<file path="config.mk">
export PLATFORM = sky130hd
export DESIGN_NAME = flash_seq_top
export DESIGN_NICKNAME = d
export VERILOG_FILES = /design/src/rtl/flash_seq_pkg.sv /design/src/rtl/flash_seq_timer.sv /design/src/rtl/flash_seq_cmdreg.sv /design/src/rtl/flash_seq_fsm.sv /design/src/rtl/flash_seq_top.sv
export SDC_FILE = /design/constraint.sdc
export NUM_CORES = 1
export LEC_CHECK = 0
export BUFFER_PORTS_ARGS = -buffer_cell sky130_fd_sc_hd__buf_2
export CAP_MARGIN = 40
export CELL_PAD_IN_SITES_DETAIL_PLACEMENT = 1
export CELL_PAD_IN_SITES_GLOBAL_PLACEMENT = 1
export CORE_ASPECT_RATIO = 0.5
export CORE_MARGIN = 2
export CORE_UTILIZATION = 41
export CTS_CLUSTER_DIAMETER = 50
export DETAILED_ROUTE_END_ITERATION = 12
export PLACE_DENSITY = 0.81
export SLEW_MARGIN = 10
export SYNTH_ARGS = -nofsm -noshare
export SYNTH_HDL_FRONTEND = slang
export SYNTH_SLANG_ARGS = --single-unit
export TNS_END_PERCENT = 10
</file>
<file path="constraint.sdc">
create_clock -name clk -period 5.45 [get_ports clk]
set_input_delay 1.09 -clock clk [delete_from_list [all_inputs] [get_ports clk]]
set_output_delay 1.09 -clock clk [all_outputs]
set_load 0.02 [all_outputs]
</file>
<file path="src/rtl/flash_seq_pkg.sv">
package flash_seq_pkg;
  typedef enum logic [2:0] {
    ST_IDLE  = 3'd0,
    ST_ERASE = 3'd1,
    ST_PROG  = 3'd2,
    ST_ABORT = 3'd3,
    ST_DONE  = 3'd4
  } seq_state_t;

  localparam int HW_BITS    = 16;
  localparam int PAGE_BYTES = 512;
  localparam int PAGE_SHIFT = $clog2(PAGE_BYTES / 2);
endpackage

</file>
<file path="src/rtl/flash_seq_timer.sv">
module flash_seq_timer #(
  parameter int TW = 8
) (
  input  logic          clk,
  input  logic          rst_n,
  input  logic          load,
  input  logic [TW-1:0] load_val,
  output logic          zero
);
  logic [TW-1:0] cnt_q;

  always_ff @(posedge clk or negedge rst_n) begin
    if (!rst_n)          cnt_q <= '0;
    else if (load)       cnt_q <= load_val;
    else if (cnt_q != 0) cnt_q <= cnt_q - 1'b1;
  end

  assign zero = (cnt_q == '0);
endmodule

</file>
<file path="src/rtl/flash_seq_cmdreg.sv">
module flash_seq_cmdreg #(
  parameter int ADDR_W = 15,
  parameter int DW     = 16
) (
  input  logic              clk,
  input  logic              rst_n,
  input  logic              capture,
  input  logic [ADDR_W-1:0] addr_in,
  input  logic [DW-1:0]     data_in,
  output logic [ADDR_W-1:0] addr_q,
  output logic [DW-1:0]     data_q
);
  always_ff @(posedge clk or negedge rst_n) begin
    if (!rst_n) begin
      addr_q <= '0;
      data_q <= '0;
    end else if (capture) begin
      addr_q <= addr_in;
      data_q <= data_in;
    end
  end
endmodule

</file>
<file path="src/rtl/flash_seq_fsm.sv">
module flash_seq_fsm
  import flash_seq_pkg::*;
#(
  parameter int TW        = 8,
  parameter int ERASE_CYC = 100,
  parameter int PROG_CYC  = 10,
  parameter int ABORT_CYC = 10
) (
  input  logic          clk,
  input  logic          rst_n,
  input  logic          cmd_start,
  input  logic          cmd_erase,
  input  logic          abort_en,
  input  logic          irq,
  input  logic          t_zero,
  output seq_state_t    state,
  output logic          t_load,
  output logic [TW-1:0] t_val,
  output logic          accept,
  output logic          commit,
  output logic          abort_end
);
  seq_state_t state_d;
  logic       op_run, abort_hit;

  assign op_run    = (state == ST_ERASE) || (state == ST_PROG);
  assign abort_hit = op_run && abort_en && irq;

  always_comb begin
    state_d = state;
    t_load  = 1'b0;
    t_val   = '0;
    accept  = 1'b0;
    unique case (state)
      ST_IDLE: if (cmd_start) begin
        accept  = 1'b1;
        t_load  = 1'b1;
        t_val   = cmd_erase ? TW'(ERASE_CYC - 1) : TW'(PROG_CYC - 1);
        state_d = cmd_erase ? ST_ERASE : ST_PROG;
      end
      ST_ERASE, ST_PROG: begin
        if (abort_hit) begin
          t_load  = 1'b1;
          t_val   = TW'(ABORT_CYC - 1);
          state_d = ST_ABORT;
        end else if (t_zero) begin
          state_d = ST_DONE;
        end
      end
      ST_ABORT: if (t_zero) state_d = ST_IDLE;
      ST_DONE:  state_d = ST_IDLE;
      default:  state_d = ST_IDLE;
    endcase
  end

  always_ff @(posedge clk or negedge rst_n) begin
    if (!rst_n) state <= ST_IDLE;
    else        state <= state_d;
  end

  assign commit    = op_run && t_zero && !abort_hit;
  assign abort_end = (state == ST_ABORT) && t_zero;
endmodule

</file>
<file path="src/rtl/flash_seq_top.sv">
module flash_seq_top
  import flash_seq_pkg::*;
#(
  parameter int CLK_HZ    = 50_000_000,
  parameter int ADDR_W    = 15,
  parameter int ABORT_CYC = 10
) (
  input  logic                         clk,
  input  logic                         rst_n,
  input  logic                         cmd_start,
  input  logic                         cmd_erase,
  input  logic [ADDR_W-1:0]            cmd_addr,
  input  logic [HW_BITS-1:0]           cmd_data,
  input  logic                         abort_en,
  input  logic                         irq,
  output logic                         busy,
  output logic                         done,
  output logic                         aborted,
  output logic                         err,
  output logic                         fl_erase,
  output logic                         fl_prog,
  output logic                         fl_abort,
  output logic                         fl_commit,
  output logic [ADDR_W-PAGE_SHIFT-1:0] fl_page,
  output logic [ADDR_W-1:0]            fl_addr,
  output logic [HW_BITS-1:0]           fl_wdata
);
  localparam int ERASE_CYC = CLK_HZ / 50;
  localparam int PROG_CYC  = CLK_HZ / 20000;
  localparam int MAX_CYC   = (ERASE_CYC > ABORT_CYC) ? ERASE_CYC : ABORT_CYC;
  localparam int TW        = $clog2(MAX_CYC + 1);

  seq_state_t          state;
  logic                t_load, t_zero, accept, abort_end;
  logic [TW-1:0]       t_val;
  logic [ADDR_W-1:0]   addr_q;
  logic [HW_BITS-1:0]  data_q;

  flash_seq_timer #(.TW(TW)) u_timer (
    .clk(clk), .rst_n(rst_n), .load(t_load), .load_val(t_val), .zero(t_zero)
  );

  flash_seq_fsm #(
    .TW(TW), .ERASE_CYC(ERASE_CYC), .PROG_CYC(PROG_CYC), .ABORT_CYC(ABORT_CYC)
  ) u_fsm (
    .clk(clk), .rst_n(rst_n), .cmd_start(cmd_start), .cmd_erase(cmd_erase),
    .abort_en(abort_en), .irq(irq), .t_zero(t_zero), .state(state),
    .t_load(t_load), .t_val(t_val), .accept(accept), .commit(fl_commit),
    .abort_end(abort_end)
  );

  flash_seq_cmdreg #(.ADDR_W(ADDR_W), .DW(HW_BITS)) u_cmd (
    .clk(clk), .rst_n(rst_n), .capture(accept), .addr_in(cmd_addr),
    .data_in(cmd_data), .addr_q(addr_q), .data_q(data_q)
  );

  // status flags: cleared by an accepted command, set by the outcome
  always_ff @(posedge clk or negedge rst_n) begin
    if (!rst_n) begin
      done    <= 1'b0;
      aborted <= 1'b0;
      err     <= 1'b0;
    end else begin
      if (accept) begin
        done    <= 1'b0;
        aborted <= 1'b0;
        err     <= 1'b0;
      end else if (cmd_start) begin
        err     <= 1'b1;
      end
      if (fl_commit) done    <= 1'b1;
      if (abort_end) aborted <= 1'b1;
    end
  end

  assign fl_erase = (state == ST_ERASE);
  assign fl_prog  = (state == ST_PROG);
  assign fl_abort = (state == ST_ABORT);
  assign busy     = fl_erase | fl_prog | fl_abort;
  assign fl_page  = addr_q[ADDR_W-1:PAGE_SHIFT];
  assign fl_addr  = addr_q;
  assign fl_wdata = data_q;
endmodule

</file>
==> impl_metrics.yaml <==
run_status:
  status: "complete, no violations"
cells_and_area:
  fin_util_pct: 52.4
  diodes: 0
  final_nets: 407
  drive_gt1_share_pct: 32.5
  layout_commonest_cell: "nand2_1"
  final_cell_mix: "nand2_1, buf_2, dfrtp_1, nor2_1, a21oi_1"
  fin_area_um2: 3490
  syn_to_final_growth_pct: 24.2
global_routing:
  grt_pass1_vias: 2660
  grt_pass1_wl_um: 12800
  grt_usage_pct: 22.4
  gr-total-overflow: 0
  grt_max_degree: 58
  antenna_found_initial: 0
die:
  initial_core_util_pct: 42.2
  die_area_um2: 7580
  die_h_um: 62.6
  coreArea_um2: 6670
  io_pins: 83
  die_w_um: 121
  fp-row-count: 21
logic_synthesis:
  synth_area_um2: 2810
  synthCells: 293
  async_flop_share_pct: 100
  ys_types: 57
  synth_warnings: 0
  ys_ff_latch: 57
  syn-num-nets: 332
  ys_seq_area_share_pct: 50.7
  synth_area_per_cell_um2: 9.60
  synth_edf_count: 0
  synthFlopType: "dfrtp_1"
clocking:
  post_cts_resized: 0
  cts_setup_buffers: 0
  clock_sinks: 57
  cts_tree: "built"
  clk_pin_slew_ns: 0.05
  cts_buffers: 9
  h-tree-depth: 3
  insertion_delay_ns: 0.34
  clockBufferDepth: 2
  root_buffer: "clkbuf_16"
  cts_hold_buf: 0
sta:
  setup_viol: 0
  rsz0062_at_grt: "no"
  setup_ws_ns: 1.99
  slew_violations: 0
  post-route-period-util_pct: 63.5
  worst_slew_pin_slew_ns: 0.758
  finalHoldViolCount: 0
  finalSetupTns_ns: 0
  relSlewSlack_pct: 49.4
  post-route-min-period_ns: 3.46
  timing.fmax_mhz: 289
  fin_skew_ns: 0.00697
setup_path:
  crit_chain: "or4_4 > nor4_4 > nand3_4 > nor4b_4 > buf_2"
  start_kind: "register"
  crit_buf_inv: 1
  path_delay_family: "simple AND/OR/NAND/NOR gates"
  crit_fanout: 6
  cp.required_ns: 4.36
  end_kind: "primary output"
  slowest_stage: "or4_4"
  rrSetupSlack_ns: 3.03
  arrival_ns: 2.37
  crit_type: "register to primary output"
  cpPeakStageDelay_ns: 0.58
run:
  drv_cap: 0
pwr:
  p_per_area_nw_per_um2: 640
  power_leakage_uw: 0.00181
  p_int_uw: 1340
  clockPowerShare_pct: 26.6
  comb_power_share_pct: 38.9
  p_switching_uw: 892
  vdd_drop_max_uv: 244
  p_sw_share_pct: 39.9
  seq_power_share_pct: 34.5
place:
  routabilityCongestion: 0.807
  place_ws_ns: 2.33
  portBuffers: 82
  dp_hpwl_um: 5080
  place_area_um2: 3180
drt:
  drt_iter0_drc: 105
  vias_per_cell: 5.12
  route.detailed.drc: 0
  first_pass_iters: 4
  wl_per_cell_um: 16.7
  ant_nets: 0
  num_vias: 2374
  wirelength_um: 7740
hold_path:
  min_path_type: "register to register"
final cells by class:
cell class	count	area, um2
Inverter	2	7.51
Clock buffer	13	280
Clock inverter	2	35.0
Timing Repair Buffer	84	425
Multi-Input combinational cell	214	1200
Sequential cell	57	1430
Tap cell	92	115
Fill cell	800	3180
power by group through the flow:
stage,clock network [uW],logic (uW),registers [uW]
floorplan,0,513,886
global placement,0,828,756
detailed placement,0,862,771
CTS,604,879,769
global route,625,949,797
finish,594,870,771
metrics by stage:
| stage | std cells | hold slack [ns] | power, uW |
|---|---|---|---|
| global route | 464 | 0.491 | 2370 |
| CTS | 464 | 0.469 | 2250 |
| finish | 464 | 0.468 | 2240 |
| floorplan | 293 | 0.520 | 1400 |
| global placement | 449 | 0.454 | 1580 |
| detailed placement | 449 | 0.457 | 1630 |
cells in the mapped netlist, types with 3 or more instances:
cell type / instances / share of area [%]
nand2_1: 105 / 14
dfrtp_1: 57 / 51
a21oi_1: 16 / 2.8
nor2_1: 16 / 2.1
xor2_1: 9 / 2.8
buf_4: 7 / 1.9
clkbuf_1: 7 / 0.93
xnor2_1: 5 / 1.6
nor3_1: 4 / 0.71
nor2b_1: 3 / 0.67
or2_2: 3 / 0.67
path summary, 6_finish.rpt:
check | endpoint | from | cells after the start
setup / recovery | fl_commit | u_timer.cnt_q[14]$_DFFE_PN0P_ | 5
hold / removal | u_cmd.data_q[10]$_DFFE_PN0P_ | u_cmd.data_q[10]$_DFFE_PN0P_ | 2
setup reg to reg | u_timer.cnt_q[19]$_DFFE_PN0P_ | u_fsm.state[1]$_DFFE_PN0P_ | 5
hold reg to reg | u_cmd.data_q[10]$_DFFE_PN0P_ | u_cmd.data_q[10]$_DFFE_PN0P_ | 2
max in group asynchronous | u_timer.cnt_q[5]$_DFFE_PN0P_ | rst_n | 2
min in group asynchronous | u_cmd.addr_q[1]$_DFFE_PN0P_ | rst_n | 2
kinds of logic (layout without fill, tap and decap cells):
logic type      count (synthesis)  count (layout)  synth area share, %
xor+xnor                       15              15                 5.34
flops                          57              57                 50.7
fa+ha+maj                       2               2                0.889
mux                             1               1                0.533
buf+inv                        22             101                 6.49
compound gates                 31              31                 6.63
simple gates                  165             165                 29.4
sequential cells by signal, indices dropped and copies added (netlist names):
signal         flops
aborted            1
done               1
u_fsm.state        3
u_timer.cnt_q     20
u_cmd.addr_q      15
u_cmd.data_q      16
err                1
routing by layer:
layer | vias to the layer above | routed length (um) | track usage (%)
li1 | 1105 | - | -
met1 | 1181 | 3040 | 23.8
met2 | 60 | 4070 | 38.8
met3 | 28 | 340 | 9.49
met4 | 0 | 289 | 10.8
met5 | - | 0 | 0
tightest hold or removal path, delay by kind of cell (launching register included):
family        cells  cell delay (ns)
simple gates      2             0.10
flops             1             0.33
(Power assumes the default switching activity.)
